### config.mk
export PLATFORM = sky130hd
export DESIGN_NAME = chan_sema_reg
export DESIGN_NICKNAME = d
export VERILOG_FILES = /design/src/rtl/chan_sema_pkg.sv /design/src/rtl/chan_sema_ctrl.sv /design/src/rtl/chan_sema_dp.sv /design/src/rtl/chan_sema_reg.sv
export SDC_FILE = /design/constraint.sdc
export NUM_CORES = 1
export LEC_CHECK = 0
export CORE_MARGIN = 5
export CORE_UTILIZATION = 39
export DETAILED_ROUTE_END_ITERATION = 8
export GPL_TIMING_DRIVEN = 0
export PLACE_DENSITY = 0.91
export SLEW_MARGIN = 10
export SYNTH_ARGS = -nofsm -noshare
export SYNTH_HDL_FRONTEND = slang
export SYNTH_HIERARCHICAL = 1
export SYNTH_SLANG_ARGS = --single-unit
export TNS_END_PERCENT = 30
### constraint.sdc
create_clock -name clk -period 1.9 [get_ports clk]
set_clock_uncertainty 0.05 [all_clocks]
set_input_delay 0.19 -clock clk [delete_from_list [all_inputs] [get_ports clk]]
set_output_delay 0.19 -clock clk [all_outputs]
set_load 0.02 [all_outputs]
### src/rtl/chan_sema_pkg.sv
package chan_sema_pkg;

  localparam int SEM_WORD_W = 32;
  localparam int SEM_FIELD_W = 2;
  localparam int SEM_MAX_CH = SEM_WORD_W / SEM_FIELD_W;

  // word index (byte offset >> 2) of each register view
  localparam int SEM_IDX_STATUS = 0;
  localparam int SEM_IDX_SET = 1;
  localparam int SEM_IDX_CLR = 2;

  typedef enum logic [1:0] {
    CS_REQ_SIGNALED = 2'd0,
    CS_REQ_QUEUED = 2'd1,
    CS_FREE = 2'd2,
    CS_RSP_READY = 2'd3
  } chanState_e;

  // strobes handed from the decoder to the state datapath
  typedef struct packed {
    logic [SEM_WORD_W-1:0] setMask;
    logic [SEM_WORD_W-1:0] clrMask;
    logic rdEn;
  } semaStrobe_t;

endpackage

### src/rtl/chan_sema_ctrl.sv
module chan_sema_ctrl
  import chan_sema_pkg::*;
#(
  parameter int NUM_CH = 4,
  parameter int ADDR_W = 4
) (
  input  logic              hostSel,
  input  logic              hostWr,
  input  logic [ADDR_W-1:0] hostAddr,
  input  logic [31:0]       hostWdata,
  input  logic              copWe,
  input  logic [ADDR_W-1:0] copAddr,
  input  logic [31:0]       copWdata,
  output semaStrobe_t       strb
);

  localparam int IDX_W = ADDR_W - 2;
  localparam int USED_W = SEM_FIELD_W * NUM_CH;
  localparam logic [SEM_WORD_W-1:0] VALID =
    (USED_W >= SEM_WORD_W) ? {SEM_WORD_W{1'b1}} : ((32'd1 << USED_W) - 32'd1);

  // aligned word hit on one register index
  function automatic logic wordHit(input logic [ADDR_W-1:0] a, input int idx);
    return (a[1:0] == 2'b00) && (a[ADDR_W-1:2] == IDX_W'(idx));
  endfunction

  logic hostAct;
  logic hostSetHit;
  logic hostClrHit;
  logic copSetHit;
  logic copClrHit;
  logic hostRdHit;
  logic [SEM_WORD_W-1:0] rawSet;
  logic [SEM_WORD_W-1:0] rawClr;

  always_comb begin
    hostAct = hostSel & hostWr;
    hostSetHit = hostAct & wordHit(hostAddr, SEM_IDX_SET);
    hostClrHit = hostAct & wordHit(hostAddr, SEM_IDX_CLR);
    copSetHit = copWe & wordHit(copAddr, SEM_IDX_SET);
    copClrHit = copWe & wordHit(copAddr, SEM_IDX_CLR);
    hostRdHit = hostSel & ~hostWr &
                (wordHit(hostAddr, SEM_IDX_STATUS) |
                 wordHit(hostAddr, SEM_IDX_SET) |
                 wordHit(hostAddr, SEM_IDX_CLR));
  end

  // merge the two ports; fields beyond the configured count never see a strobe
  always_comb begin
    rawSet = ({SEM_WORD_W{hostSetHit}} & hostWdata) |
             ({SEM_WORD_W{copSetHit}} & copWdata);
    rawClr = ({SEM_WORD_W{hostClrHit}} & hostWdata) |
             ({SEM_WORD_W{copClrHit}} & copWdata);
    strb.setMask = rawSet & VALID;
    strb.clrMask = rawClr & VALID;
    strb.rdEn = hostRdHit;
  end

endmodule

### src/rtl/chan_sema_dp.sv
module chan_sema_dp
  import chan_sema_pkg::*;
#(
  parameter int NUM_CH = 4
) (
  input  logic                     clk,
  input  logic                     rstN,
  input  semaStrobe_t              strb,
  output logic [31:0]              rdData,
  output logic [SEM_FIELD_W*NUM_CH-1:0] fields,
  output logic [NUM_CH-1:0]        isReqSig,
  output logic [NUM_CH-1:0]        isReqQued,
  output logic [NUM_CH-1:0]        isFree,
  output logic [NUM_CH-1:0]        isRspRdy,
  output logic [NUM_CH-1:0]        changed
);

  localparam int USED_W = SEM_FIELD_W * NUM_CH;

  logic [SEM_WORD_W-1:0] stateQ;
  logic [SEM_WORD_W-1:0] stateNext;
  logic [NUM_CH-1:0] diffNext;
  logic [NUM_CH-1:0] changeQ;

  // set wins over clear on the same bit
  always_comb begin
    stateNext = (stateQ & ~strb.clrMask) | strb.setMask;
  end

  always_ff @(posedge clk) begin
    if (!rstN) begin
      stateQ <= '0;
      changeQ <= '0;
    end else begin
      stateQ <= stateNext;
      changeQ <= diffNext;
    end
  end

  for (genvar n = 0; n < NUM_CH; n++) begin : g_chan
    chanState_e fld;
    assign fld = chanState_e'(stateQ[SEM_FIELD_W*n +: SEM_FIELD_W]);
    assign diffNext[n] = stateNext[SEM_FIELD_W*n +: SEM_FIELD_W] !=
                         stateQ[SEM_FIELD_W*n +: SEM_FIELD_W];
    assign isReqSig[n] = (fld == CS_REQ_SIGNALED);
    assign isReqQued[n] = (fld == CS_REQ_QUEUED);
    assign isFree[n] = (fld == CS_FREE);
    assign isRspRdy[n] = (fld == CS_RSP_READY);
  end

  assign fields = stateQ[USED_W-1:0];
  assign changed = changeQ;
  assign rdData = strb.rdEn ? stateQ : 32'd0;

endmodule

### src/rtl/chan_sema_reg.sv
module chan_sema_reg
  import chan_sema_pkg::*;
#(
  parameter int NUM_CH = 4,
  parameter int ADDR_W = 4
) (
  input  logic                  clk,
  input  logic                  rstN,
  input  logic                  hostSel,
  input  logic                  hostWr,
  input  logic [ADDR_W-1:0]     hostAddr,
  input  logic [31:0]           hostWdata,
  output logic [31:0]           hostRdata,
  input  logic                  copWe,
  input  logic [ADDR_W-1:0]     copAddr,
  input  logic [31:0]           copWdata,
  output logic [2*NUM_CH-1:0]   chState,
  output logic [NUM_CH-1:0]     chReqSig,
  output logic [NUM_CH-1:0]     chReqQued,
  output logic [NUM_CH-1:0]     chFree,
  output logic [NUM_CH-1:0]     chRspRdy,
  output logic [NUM_CH-1:0]     chChange
);

  semaStrobe_t strb;

  chan_sema_ctrl #(.NUM_CH(NUM_CH), .ADDR_W(ADDR_W)) u_ctrl (
    .hostSel  (hostSel),
    .hostWr   (hostWr),
    .hostAddr (hostAddr),
    .hostWdata(hostWdata),
    .copWe    (copWe),
    .copAddr  (copAddr),
    .copWdata (copWdata),
    .strb     (strb)
  );

  chan_sema_dp #(.NUM_CH(NUM_CH)) u_dp (
    .clk      (clk),
    .rstN     (rstN),
    .strb     (strb),
    .rdData   (hostRdata),
    .fields   (chState),
    .isReqSig (chReqSig),
    .isReqQued(chReqQued),
    .isFree   (chFree),
    .isRspRdy (chRspRdy),
    .changed  (chChange)
  );

endmodule

==> results.json <==
{
  "yosys_warnings": 6,
  "dpl_cell_area_sq_mm": 0.00350,
  "timing.fmax_mhz": 546,
  "synth_top_area_share_pct": 30.6,
  "netlist-cell-type-count": 23,
  "clock_latency_ns": 0.28,
  "drt_iter0_drc": 31,
  "setup_viol": 0,
  "avgRoutedWirePerCell_um": 11.0,
  "hp-class": "input pin to flip-flop",
  "clock_tree.root_cell": "clkbuf_8",
  "globalRoute.totalOverflow": 0,
  "power_density_mw_per_mm2": 528,
  "dp_hpwl_um": 4260,
  "p_total_w": 0.00187,
  "ys.flop_type": "dfxtp_1",
  "layout.cells.non_filler": 476,
  "rows": 28,
  "fin_area_sq_mm": 0.00354,
  "max-cap-violations": 0,
  "drt_pass1_iterations": 4,
  "cts_tree": "yes",
  "ctsHoldBuffers": 0,
  "drt-vias-per-instance": 4.22,
  "synth_largest_area_cell": "dfxtp_1",
  "gp_congestion": 0.781,
  "area_delta_synth_final_pct": 50.2,
  "ys_top_cells_by_count": "58 x buf_4, 36 x and2_1, 36 x dfxtp_1, 36 x nor2b_1, 32 x o21a_1",
  "dpl.cell_count": 468,
  "drive_above_1_share_pct": 28.7,
  "required_ns": 2.05,
  "finalWorstSetupSlack_ns": 0.0677,
  "clk_pin_slew_ns": 0.08,
  "worst-setup-path-type": "input pin to flip-flop",
  "p_leak_nw": 1.69,
  "htree_levels": 2,
  "grt_max_degree": 12,
  "clockBufferDepth": 2,
  "synth_edf_count": 0,
  "ios": 137,
  "fillers": 541,
  "num_vias": 2010,
  "dp_slack_ns": -0.404,
  "cp.arrival_ns": 1.98,
  "maxSlewViolCount": 0,
  "synth_area_sq_mm": 0.00236,
  "regArea_sq_um": 721,
  "fin_setup_tns_ns": 0,
  "relSlewSlack_pct": 60.6,
  "grt_usage_pct": 14.5,
  "syn_avg_cell_area_sq_um": 9.10,
  "grt_setup_unrepaired": "yes",
  "grt_pass1_wl_um": 8880,
  "clkSinkCount": 36,
  "synthArstFlopShare_pct": 0,
  "synthCells": 259,
  "end_kind": "flip-flop",
  "remaining_drc_errors": 0,
  "hold_viol": 0,
  "multi_input_area_sq_mm": 0.00132,
  "wirelength_um": 5250,
  "numCtsBuffers": 5,
  "period_needed_ns": 1.83,
  "status": "completed",
  "yosysMostFrequentCell": "buf_4",
  "portBuffers": 87,
  "grt_pass1_vias": 2037,
  "die_h_um": 87.7,
  "ir_worst_vdd_v": 0.000294,
  "yosys-top-cells-area": "dfxtp_1 31%, buf_4 18%, o21a_1 10%",
  "start_kind": "input pin",
  "cp_max_fo": 8,
  "dieWidth_um": 87.7,
  "ys_seq_elements": 36,
  "tightest_slew_ns": 0.589,
  "final_nets": 477,
  "start_util_pct": 40.0,
  "drtAntennaViolNets": 0,
  "core_sq_mm": 0.00589,
  "num_antenna_cells": 0,
  "finalCritPeriodShare_pct": 96.4,
  "die_area_sq_mm": 0.00770,
  "antenna_found_initial": 0,
  "synth-seq-area-share_pct": 30.6
}
## state kept, by name, summed over array words and instances, names as in the netlist
register	count
u_dp/stateQ	32
u_dp/changed	4
## routing by layer
metal	share of wire [%]	GRT usage (%)	up-vias
li1	-	-	1040
met1	36	14.3	903
met2	53	28.1	57
met3	8.9	5.55	10
met4	1.8	3.91	0
met5	0	0	-
## cell type report
type                            count  share of cell area (%)
Clock inverter                      1                   0.849
Buffer                             64                    13.9
Multi-Input combinational cell    205                    37.4
Timing Repair Buffer               87                    22.0
Sequential cell                    36                    20.4
Clock buffer                        7                    2.72
Inverter                            1                   0.106
Tap cell                           75                    2.65
## where the power goes
part           switching (W)  internal, W
combinational       0.000114     0.000202
sequential         0.0000186     0.000792
clock               0.000279     0.000463
## worst paths after layout
path	start	end	slack, ns	cells after the start
hold reg to reg	u_dp/stateQ[29]	u_dp/stateQ[29]	0.52	2
hold / removal	rstN	u_dp/stateQ[31]	0.13	2
setup / recovery	hostAddr[0]	u_dp/changed[2]	0.07	6
setup reg to reg	u_dp/stateQ[6]	u_dp/changed[3]	0.98	2
## worst max-delay path, cell delays in order
cell and delay, ns:
clkdlybuf4s50_1 0.42, nand4bb_1 0.26, nor3b_2 0.56, a22o_1 0.27, nand2b_1 0.07, a41oi_1 0.21
## placed cells by master, fill, tap and decap left out, drive strengths merged
cell / n
nand4bb: 1
and2: 36
conb: 48
dlygate4sd2: 3
nand2b: 8
and3: 1
clkbuf: 8
or3b: 1
nand3b: 8
nor2: 5
dlymetal6s2s: 2
o21a: 32
buf: 84
clkdlybuf4s15: 9
a21oi: 1
a41oi: 4
and2b: 4
inv: 1
dfxtp: 36
nor2b: 36
clkdlybuf4s50: 52
nor3b: 4
a22o: 16
bufinv: 1
## logic make-up after synthesis
| kind of cell | count (synthesis) | synth area share, % |
|---|---|---|
| DFF | 36 | 30.6 |
| and+or+nand+nor | 104 | 29.7 |
| AOI/OAI and AO/OA | 53 | 18.8 |
| other | 1 | 0.159 |
| buffers and inverters | 65 | 20.7 |
## per-stage QoR
step	utilization, %	hold slack [ns]
6_report	60.1	0.130
5_1_grt	60.1	0.131
4_1_cts	60.4	0.120
3_5_place_dp	59.4	0.426
3_3_place_gp	59.4	0.420
2_1_floorplan	-	0.397
## repair_timing
action                                  CTS  global route
endpoints found under the hold margin     0             0
buffers inserted                          0             0
endpoints found under the setup margin   32            14
gates resized for setup                 114             7
No activity file was read; power rests on OpenSTA's default activity.
